File: src/rtl/rtab_pkg.sv
package rtab_pkg;
   localparam int unsigned RT_NREG_DEF  = 8;
   localparam int unsigned RT_DW_DEF    = 16;
   localparam int unsigned RT_TW_DEF    = 3;
   localparam int unsigned RT_NUNIT_DEF = 3;
endpackage

File: src/rtl/rtab_arb.sv
module rtab_arb #(
   parameter int unsigned NUNIT = rtab_pkg::RT_NUNIT_DEF,
   localparam int unsigned UW   = (NUNIT > 1) ? $clog2(NUNIT) : 1
) (
   input  logic             clk,
   input  logic             rst_n,
   input  logic [NUNIT-1:0] req,
   output logic [NUNIT-1:0] grant,
   output logic [UW-1:0]    sel,
   output logic             any
);
   assign any = |req;

   generate
      if (NUNIT == 1) begin : g_single
         assign grant = req;
         assign sel   = '0;
      end else begin : g_prio
         // highest index = slowest unit, scanned last so it wins
         always_comb begin
            sel = '0;
            for (int u = 0; u < NUNIT; u++)
               if (req[u]) sel = UW'(u);
         end
         always_comb begin
            grant = '0;
            if (any) grant[sel] = 1'b1;
         end
      end
   endgenerate


   grant_onehot_chk: assert property (@(posedge clk) disable iff (!rst_n)
      $onehot0(grant) && (any == (grant != '0)));

   grant_req_chk: assert property (@(posedge clk) disable iff (!rst_n)
      (grant & ~req) == '0);
endmodule

File: src/rtl/rtab_map.sv
module rtab_map #(
   parameter int unsigned NREG = rtab_pkg::RT_NREG_DEF,
   parameter int unsigned TW   = rtab_pkg::RT_TW_DEF,
   localparam int unsigned IW  = $clog2(NREG)
) (
   input  logic                     clk,
   input  logic                     rst_n,
   input  logic                     iss_wr,
   input  logic [IW-1:0]            iss_dst,
   input  logic [TW-1:0]            iss_tag,
   input  logic                     bc_valid,
   input  logic [TW-1:0]            bc_tag,
   output logic [NREG-1:0]          busy_q,
   output logic [NREG-1:0][TW-1:0]  tag_q,
   output logic [NREG-1:0]          hit_vec
);
   genvar r;
   generate
      for (r = 0; r < NREG; r++) begin : g_ent
         logic take;
         assign hit_vec[r] = bc_valid && busy_q[r] && (tag_q[r] == bc_tag);
         assign take       = iss_wr && (iss_dst == IW'(r));
         always_ff @(posedge clk) begin
            if (!rst_n) begin
               busy_q[r] <= 1'b0;
               tag_q[r]  <= '0;
            end else if (take) begin
               busy_q[r] <= 1'b1;      // issue applied last: wins
               tag_q[r]  <= iss_tag;
            end else if (hit_vec[r]) begin
               busy_q[r] <= 1'b0;
            end
         end
      end
   endgenerate


   issue_remap_chk: assert property (@(posedge clk) disable iff (!rst_n)
      iss_wr |=> busy_q[$past(iss_dst)] && (tag_q[$past(iss_dst)] == $past(iss_tag)));

   stale_hold_chk: assert property (@(posedge clk) disable iff (!rst_n)
      (bc_valid && (hit_vec == '0) && !iss_wr) |=> $stable(busy_q) && $stable(tag_q));

   release_count_chk: assert property (@(posedge clk) disable iff (!rst_n)
      (!iss_wr && (hit_vec != '0)) |=>
         ($countones(busy_q) == $past($countones(busy_q)) - $past($countones(hit_vec))));
endmodule

File: src/rtl/rtab_regs.sv
module rtab_regs #(
   parameter int unsigned NREG = rtab_pkg::RT_NREG_DEF,
   parameter int unsigned DW   = rtab_pkg::RT_DW_DEF
) (
   input  logic                    clk,
   input  logic                    rst_n,
   input  logic [NREG-1:0]         we,
   input  logic [DW-1:0]           wdata,
   output logic [NREG-1:0][DW-1:0] rdata
);
   genvar r;
   generate
      for (r = 0; r < NREG; r++) begin : g_reg
         always_ff @(posedge clk) begin
            if (!rst_n)     rdata[r] <= '0;
            else if (we[r]) rdata[r] <= wdata;
         end
      end
   endgenerate


   no_write_hold_chk: assert property (@(posedge clk) disable iff (!rst_n)
      (we == '0) |=> $stable(rdata));
endmodule

File: src/rtl/rename_bcast_table.sv
module rename_bcast_table #(
   parameter int unsigned NREG  = rtab_pkg::RT_NREG_DEF,
   parameter int unsigned DW    = rtab_pkg::RT_DW_DEF,
   parameter int unsigned TW    = rtab_pkg::RT_TW_DEF,
   parameter int unsigned NUNIT = rtab_pkg::RT_NUNIT_DEF,
   localparam int unsigned IW   = $clog2(NREG),
   localparam int unsigned UW   = (NUNIT > 1) ? $clog2(NUNIT) : 1
) (
   input  logic                clk,
   input  logic                rst_n,
   input  logic                iss_valid,
   input  logic                iss_dst_en,
   input  logic [IW-1:0]       iss_src_a,
   input  logic [IW-1:0]       iss_src_b,
   input  logic [IW-1:0]       iss_dst,
   input  logic [TW-1:0]       iss_tag,
   output logic                src_a_ready,
   output logic [DW-1:0]       src_a_value,
   output logic [TW-1:0]       src_a_tag,
   output logic                src_b_ready,
   output logic [DW-1:0]       src_b_value,
   output logic [TW-1:0]       src_b_tag,
   input  logic [NUNIT-1:0]    fu_req,
   input  logic [NUNIT*TW-1:0] fu_tag,
   input  logic [NUNIT*DW-1:0] fu_value,
   output logic [NUNIT-1:0]    fu_stall,
   output logic                bus_valid,
   output logic [TW-1:0]       bus_tag,
   output logic [DW-1:0]       bus_value
);
   initial begin
      assert (NREG >= 2 && (1 << IW) == NREG) else $error("NREG must be a power of two");
      assert (DW >= 1 && TW >= 1) else $error("widths must be positive");
      assert (NUNIT >= 1) else $error("need at least one unit");
   end

   logic [NUNIT-1:0]          grant;
   logic [UW-1:0]             sel;
   logic                      any;
   logic [NREG-1:0]           busy_q, hit_vec;
   logic [NREG-1:0][TW-1:0]   tag_q;
   logic [NREG-1:0][DW-1:0]   rf;
   logic                      iss_wr;

   rtab_arb #(.NUNIT(NUNIT)) u_arb (
      .clk(clk), .rst_n(rst_n), .req(fu_req), .grant(grant), .sel(sel), .any(any));

   assign bus_valid = any;
   assign bus_tag   = fu_tag[sel*TW +: TW];
   assign bus_value = fu_value[sel*DW +: DW];
   assign fu_stall  = fu_req & ~grant;
   assign iss_wr    = iss_valid && iss_dst_en;

   rtab_map #(.NREG(NREG), .TW(TW)) u_map (
      .clk(clk), .rst_n(rst_n), .iss_wr(iss_wr), .iss_dst(iss_dst), .iss_tag(iss_tag),
      .bc_valid(bus_valid), .bc_tag(bus_tag),
      .busy_q(busy_q), .tag_q(tag_q), .hit_vec(hit_vec));

   rtab_regs #(.NREG(NREG), .DW(DW)) u_regs (
      .clk(clk), .rst_n(rst_n), .we(hit_vec), .wdata(bus_value), .rdata(rf));

   // two lookup ports, each reading pre-issue state with bus forwarding
   logic [1:0][IW-1:0] lk_idx;
   logic [1:0]         lk_rdy;
   logic [1:0][DW-1:0] lk_val;
   logic [1:0][TW-1:0] lk_tag;
   assign lk_idx[0] = iss_src_a;
   assign lk_idx[1] = iss_src_b;

   genvar p;
   generate
      for (p = 0; p < 2; p++) begin : g_look
         always_comb begin
            lk_tag[p] = tag_q[lk_idx[p]];
            lk_rdy[p] = !busy_q[lk_idx[p]] || hit_vec[lk_idx[p]];
            lk_val[p] = hit_vec[lk_idx[p]] ? bus_value : rf[lk_idx[p]];
         end

         busy_wait_chk: assert property (@(posedge clk) disable iff (!rst_n)
            (busy_q[lk_idx[p]] && !bus_valid) |-> !lk_rdy[p]);

         forward_chk: assert property (@(posedge clk) disable iff (!rst_n)
            hit_vec[lk_idx[p]] |-> lk_rdy[p] && (lk_val[p] == bus_value));
      end
   endgenerate

   assign src_a_ready = lk_rdy[0];
   assign src_a_value = lk_val[0];
   assign src_a_tag   = lk_tag[0];
   assign src_b_ready = lk_rdy[1];
   assign src_b_value = lk_val[1];
   assign src_b_tag   = lk_tag[1];


   stall_loser_chk: assert property (@(posedge clk) disable iff (!rst_n)
      ($countones(fu_req) > 1) |-> ($countones(fu_stall) == $countones(fu_req) - 1));
endmodule

File: config.mk
export PLATFORM = sky130hd
export DESIGN_NAME = rename_bcast_table
export DESIGN_NICKNAME = d
export VERILOG_FILES = /design/src/rtl/rtab_pkg.sv /design/src/rtl/rtab_arb.sv /design/src/rtl/rtab_map.sv /design/src/rtl/rtab_regs.sv /design/src/rtl/rename_bcast_table.sv
export SDC_FILE = /design/constraint.sdc
export NUM_CORES = 1
export LEC_CHECK = 0
export ABC_CLOCK_PERIOD_IN_PS = 10550
export BUFFER_PORTS_ARGS = -buffer_cell sky130_fd_sc_hd__buf_2
export CORE_ASPECT_RATIO = 1.25
export CORE_MARGIN = 4
export CORE_UTILIZATION = 63
export CTS_CLUSTER_DIAMETER = 100
export CTS_CLUSTER_SIZE = 12
export DETAILED_ROUTE_END_ITERATION = 8
export HOLD_SLACK_MARGIN = 0.1
export PLACE_DENSITY = 0.92
export SLEW_MARGIN = 20
export SYNTH_ARGS = -nofsm -noshare
export SYNTH_HDL_FRONTEND = slang
export SYNTH_SLANG_ARGS = --single-unit
File: constraint.sdc
create_clock -name clk -period 10.55 [get_ports clk]
set_clock_uncertainty 0.2 [all_clocks]
set_input_delay 1.5825 -clock clk [delete_from_list [all_inputs] [get_ports clk]]
set_output_delay 1.5825 -clock clk [all_outputs]
set_load 0.1 [all_outputs]
==> metrics.yaml, run 1 <==
sta:
  slew-limit-headroom_pct: 29.6
  rsz0062_at_grt: "no"
  worstMarginPinSlew_ps: 1050
  f_max_mhz: 133
  total_neg_setup_slack_ps: 0
  min_tclk_post_route_ps: 7490
  final_hold_viol_count: 0
  setup_violations: 0
  slew_viol_final: 0
  crit_share_post_route_pct: 71.0
synth:
  synth_fa_ha_area_share_pct: 0
  synthSimpleGateAreaFrac_pct: 15.5
  syn_area_per_cell_sq_um: 10.8
  ys.warnings.count: 0
  number_of_flops_mapped_to_enable_cells_by_yosys: 0
  mappedNetlistNets: 985
  synth_top_family_by_area: "multiplexers"
  synth_cells: 909
  yosys.area.top_type: "dfxtp_1"
  synth.area.mux_share_pct: 42.6
  synth.distinct_cells: 37
  synth_compound_area_share_pct: 3.17
  synth_xor_xnor_area_share_pct: 2.14
  yosys_register_bits: 160
  asyncSetResetFlopFracSynth_pct: 0
  synth_seq_area_share_pct: 32.5
  top_post_synthesis_cells_by_area: "dfxtp_1 33%, mux4_2 18%, mux2i_1 17%"
  mapped_area_sq_um: 9840
  yosysTopAreaCellShare_pct: 32.5
  ys.flop_type: "dfxtp_1"
finish:
  design.final.nets: 1078
  insertedDiodeCount: 0
  final_layout_size_suffix_gt1_share_pct: 32.3
  flow.area_growth_from_synthesis_pct: 14.2
floorplan:
  core_rows: 50
  dieWidth_um: 120
  fp.dieArea_sq_um: 17700
  ios: 139
  chipHeight_um: 148
  start_util_pct: 65.0
  core_sq_um: 15100
clock_network:
  clk_pin_slew_ps: 70
  clock_sinks: 160
  cts_buffer_depth: 2
  cts_repair_resize_count: 0
  cts_tree: "built"
  cts-root-buf: "clkbuf_16"
  cts_made_buffers: 17
  clock_insertion_delay_worst_skew_ps: 430
  cts_setup_buffers: 0
  htreeDepth: 4
  holdBufCountCts: 0
global_route:
  largest_net_degree_at_the_start_of_global_routing: 90
  first_global_vias: 7997
  gr-total-overflow: 0
  global_route_wire_length_before_repair_mm: 42.4
  antenna_violations_before_repair: 0
  global_route.usage.total_pct: 30.7
drt:
  routed_wirelength_mm: 27.0
  ant_nets: 0
  vias: 7656
  routed_wire_length_per_instance_um: 22.1
  detail_route.vias_per_cell: 6.26
  drt-initial-drc-count: 547
  drt_pass1_iterations: 5
  post-route-drc-count: 0
power_and_ir_drop:
  intPower_mw: 1.02
  power_mw: 1.52
  seq_power_share_pct: 40.1
  clock_power_share_pct: 39.3
  power_frac_comb_pct: 20.5
  p_leak_nw: 4.02
  net-switching-power_mw: 0.497
  power.density_cell_area_nw_per_um2: 135
  peakVddDrop_mv: 0.131
  netSwitchingFraction_pct: 32.7
critical_path:
  critPathTopFamily: "buffers and inverters"
  crit_type: "input port to primary output"
  worstPathCellList: "buf_2 > mux2_4 > mux2i_4 > xnor2_1 > nor4_2 > buf_4 > mux2i_1 > a2111oi_4 > buf_4 > mux2_2 > buf_2"
  critPathBufInv: 4
  cp_slowest_cell: "a2111oi_4"
  cp_data_arrival_time_ps: 5710
  worstPathMaxFanout: 22
  critical_path_required_ps: 8770
  cp-start-kind: "input port"
  critical-path-max-stage-delay_ps: 760
  critPathCaptureType: "primary output"
outcome:
  status: "completed"
placement:
  gpl.final_weighted_congestion: 0.885
  numPortBuffers: 137
  place.detailed.hpwl_mm: 16.7
worst_hold_path:
  min_delay_path_class: "register to register"
flow_run:
  maxCapViolCount: 0
## cell type report
type | count | area [sq um]
fill | 1031 | 3900
tap | 208 | 260
sequential | 160 | 3200
clock inverter | 14 | 133
clock buffer | 18 | 439
timing repair buffer | 164 | 891
multi-input combinational | 655 | 6300
inverter | 4 | 15.0
## cell families after synthesis
logic type,Yosys count
mux,308
simple gates,281
flops,160
buf+inv,94
compound gates,41
xor+xnor,24
other cells,1
## metal layers
layer	track usage [%]	wire length, um	up-vias	share of wire [%]
li1	-	-	3416	-
met1	36.0	10300	3774	38
met2	52.7	13900	366	52
met3	6.12	1650	100	6.1
met4	16.4	1170	0	4.3
met5	0	0	-	0
## state kept, by name, summed over array words and instances, names as in the netlist
signal,count
u_map.busy_q,8
u_regs.rdata,128
u_map.tag_q,24
## synth_stat cells (4+ instances only)
cell	n
mux4_2	80
mux2i_1	171
o21ai_0	17
buf_1	15
nor2_1	9
o21a_1	7
nor4_1	5
o41ai_1	6
mux2_2	34
nor2b_1	161
buf_2	8
clkbuf_1	62
inv_1	4
and2_1	4
xnor2_1	24
nand2_1	88
dfxtp_1	160
mux2_1	18
## worst paths after layout
path,startpoint,endpoint,slack (ps),depth (start not counted)
worst max-delay path,fu_req[1],src_a_value[15],3060,11
worst min-delay path,u_regs.rdata[38],u_regs.rdata[38],340,2
worst max register to register,u_map.tag_q[0],u_regs.rdata[6],8020,6
worst min register to register,u_regs.rdata[38],u_regs.rdata[38],340,2
## power groups by stage
stage	clock [mW]	sequential (mW)	combinational (mW)
finish	0.598	0.610	0.312
global route	0.625	0.610	0.325
CTS	0.599	0.610	0.311
detailed placement	0	0.624	0.309
global placement	0	0.624	0.307
floorplan	0	0.623	0.246
## per-stage QoR
step	util [%]	cells	instance area (sq um)	setup slack, ps	hold WS [ps]
after floorplan	-	909	9840	3550	277
after global placement	70.5	1191	10700	3170	307
after detailed placement	70.5	1191	10700	3090	322
after CTS	74.3	1223	11200	3080	335
after global routing	74.3	1223	11200	2910	352
final	74.3	1223	11200	3060	336
## worst reg2reg max path: cells and delay by family (launching register included)
kind,cells,cell delay (ps)
DFF,1,460
xor gates and xnor gates,1,150
and+or+nand+nor,3,1010
muxes,1,250
buffers and inverters,1,360
## placed cells by master, fill, tap and decap left out, drive strengths merged, types with 3 or more instances in the layout
cell | netlist | final
mux4 | 80 | 80
buf | 28 | 164
o41ai | 6 | 6
nor2b | 161 | 161
nor2 | 9 | 9
or2 | 3 | 3
or3 | 3 | 3
clkinv | 0 | 4
nand2 | 88 | 88
dfxtp | 160 | 160
nand2b | 3 | 3
o21ai | 17 | 17
and2 | 4 | 4
mux2 | 54 | 54
mux2i | 174 | 174
clkinvlp | 0 | 6
a2111oi | 3 | 3
inv | 4 | 7
nor4 | 7 | 7
o21a | 7 | 7
xnor2 | 24 | 24
clkbuf | 62 | 18
(Power assumes the default switching activity.)
==> run 2, diff against run 1 <==
ABC_CLOCK_PERIOD_IN_PS = 6500   (was 10550)
CORE_UTILIZATION = 53   (was 63)
PLACE_DENSITY = 0.83   (was 0.92)
clock period = 6.5 ns   (was 10.55 ns; I/O delays follow)
==> metrics.yaml, run 2 (same netlist as run 1, synthesis figures left out) <==
drt:
  detail_route.vias_per_cell: 6.04  # was 6.26
  m1WireLength_mm: 10.4  # was 10.3 mm
  met2_wirelength_mm: 13.6  # was 13.9 mm
  highest_layer: "met4"  # unchanged
  routed_wirelength_mm: 26.9  # was 27.0 mm
  met3WireLength_mm: 1.73  # was 1.65 mm
  post-route-drc-count: 0  # unchanged
  drt_pass1_iterations: 5  # unchanged
  ant_nets: 0  # unchanged
  routed_wire_length_per_instance_um: 21.5  # was 22.1 um
  vias: 7556  # was 7,656
  drt-initial-drc-count: 579  # was 547
finish:
  registers.top_by_ff_count: "u_regs.rdata"  # unchanged
  design.final.nets: 1088  # was 1,078
  layout_commonest_cell: "mux2i_1"  # unchanged
  final_layout_size_suffix_gt1_share_pct: 32.6  # was 32.3%
  layout.cells.most_common_list: "171 x mux2i_1, 161 x nor2b_1, 160 x dfxtp_1, 102 x buf_2, 88 x nand2_1"  # was 171 x mux2i_1, 161 x nor2b_1, 160 x dfxtp_1, 136 x buf_2, 88 x nand2_1
  largest_register_ffs: 128  # unchanged
  reg_top3: "u_regs.rdata: 128 flops, u_map.tag_q: 24 flops, u_map.busy_q: 8 flops"  # unchanged
  fill_cells: 1367  # was 1,031
  fin_util_pct: 65.1  # was 74.3%
  final_cell_count_no_fill: 1252  # was 1,223
  finish.instance_area_sq_um: 11800  # was 11,200 sq um
  flow.area_growth_from_synthesis_pct: 20.1  # was 14.2%
power_and_ir_drop:
  p_leak_nw: 4.20  # was 4.02 nW
  peakVddDrop_mv: 0.194  # was 0.131 mV
  power.density_cell_area_nw_per_um2: 210  # was 135 nW/um^2
floorplan:
  core_rows: 55  # was 50
  ios: 139  # unchanged
  core_sq_um: 18200  # was 15,100 sq um
  dieWidth_um: 130  # was 120 um
  start_util_pct: 54.2  # was 65.0%
  chipHeight_um: 160  # was 148 um
  fp.dieArea_sq_um: 20800  # was 17,700 sq um
global_route:
  first_global_vias: 7803  # was 7,997
  gr-total-overflow: 0  # unchanged
  global_route_wire_length_before_repair_mm: 42.3  # was 42.4 mm
  antenna_violations_before_repair: 1  # was 0
  global_route.usage.total_pct: 26.1  # was 30.7%
  largest_net_degree_at_the_start_of_global_routing: 129  # was 90
clock_network:
  htreeDepth: 4  # unchanged
  cts_made_buffers: 17  # unchanged
  cts_tree: "built"  # unchanged
  clock_sinks: 160  # unchanged
  cts_repair_resize_count: 0  # unchanged
  cts-root-buf: "clkbuf_16"  # unchanged
  cts_buffer_depth: 2  # unchanged
  holdBufCountCts: 0  # unchanged
  clock_insertion_delay_worst_skew_ps: 430  # about the same
  cts_setup_buffers: 0  # unchanged
  clk_pin_slew_ps: 60  # was 70 ps
outcome:
  status: "completed"  # unchanged
sta:
  rsz0062_at_grt: "no"  # unchanged
  slew-limit-headroom_pct: 28.3  # was 29.6%
  total_neg_setup_slack_ps: 0  # unchanged
  crit_share_post_route_pct: 92.2
  f_max_mhz: 167
  worstMarginPinSlew_ps: 1080  # was 1050 ps
  final_hold_viol_count: 0  # unchanged
  fin_ws_ps: 508  # was 3060 ps
  min_tclk_post_route_ps: 5990
  slew_viol_final: 0  # unchanged
  setup_violations: 0  # unchanged
placement:
  place_area_sq_um: 11300  # was 10,700 sq um
  place.detailed.hpwl_mm: 17.5  # was 16.7 mm
  place_inst: 1221  # was 1,191
  gpl.final_weighted_congestion: 0.938  # was 0.885
  pre_cts_slack_ps: 483  # was 3090 ps
  numPortBuffers: 137  # unchanged
critical_path:
  cp-start-kind: "input port"  # unchanged
  cp_data_arrival_time_ps: 4820  # was 5710 ps
  critical_path_required_ps: 5320  # was 8770 ps
  worstPathMaxFanout: 12  # was 22
  crit_type: "input port to primary output"  # unchanged
  critPathCaptureType: "primary output"  # unchanged
worst_hold_path:
  min_delay_path_class: "register to register"  # unchanged
flow_run:
  maxCapViolCount: 0  # unchanged
run 2: critical path, cell delays in order:
cell,delay [ps]
buf_2,360
mux2_2,420
mux2i_4,380
xnor2_1,180
nor4_4,480
buf_4,330
o32ai_1,160
a2111oi_4,640
buf_4,330
mux2_2,380
buf_12,170
run 2: power by group:
part | switching [mW] | internal, mW | leakage (nW) | total [mW]
Combinational | 0.381 | 0.187 | 2.65 | 0.568
Clock | 0.389 | 0.531 | 0.268 | 0.920
Sequential | 0.00550 | 0.986 | 1.29 | 0.991
run 2: worst paths after layout:
| kind | startpoint | to | slack (ps) | cells after the start |
|---|---|---|---|---|
| worst min-delay path | u_map.busy_q[2] | u_map.busy_q[2] | 320 | 2 |
| worst min register to register | u_map.busy_q[2] | u_map.busy_q[2] | 320 | 2 |
| worst max register to register | u_map.tag_q[10] | u_regs.rdata[53] | 4380 | 5 |
| worst max-delay path | fu_req[1] | src_a_value[2] | 510 | 11 |
run 2: area by class of cell:
class | instances | area, sq um | share of cell area, %
clock buffer | 24 | 502 | 4.25
inverter | 4 | 15.0 | 0.127
antenna | 1 | 2.50 | 0.0212
sequential | 160 | 3200 | 27.1
multi-input combinational | 655 | 6300 | 53.3
tap | 228 | 285 | 2.41
clock inverter | 6 | 32.5 | 0.275
timing repair buffer | 174 | 1480 | 12.5
run 2: per-stage QoR:
stage               total power [mW]  hold slack, ps
floorplan                       1.41             277
global placement                1.57             307
detailed placement              1.58             306
CTS                             2.48             319
global route                    2.55             351
finish                          2.48             318
run 2: routing by layer:
metal / track usage, % / vias up
met3: 3.99 / 81
met1: 32.1 / 3721
met4: 13.1 / 0
li1: - / 3435
met5: 0 / -
met2: 44.0 / 319
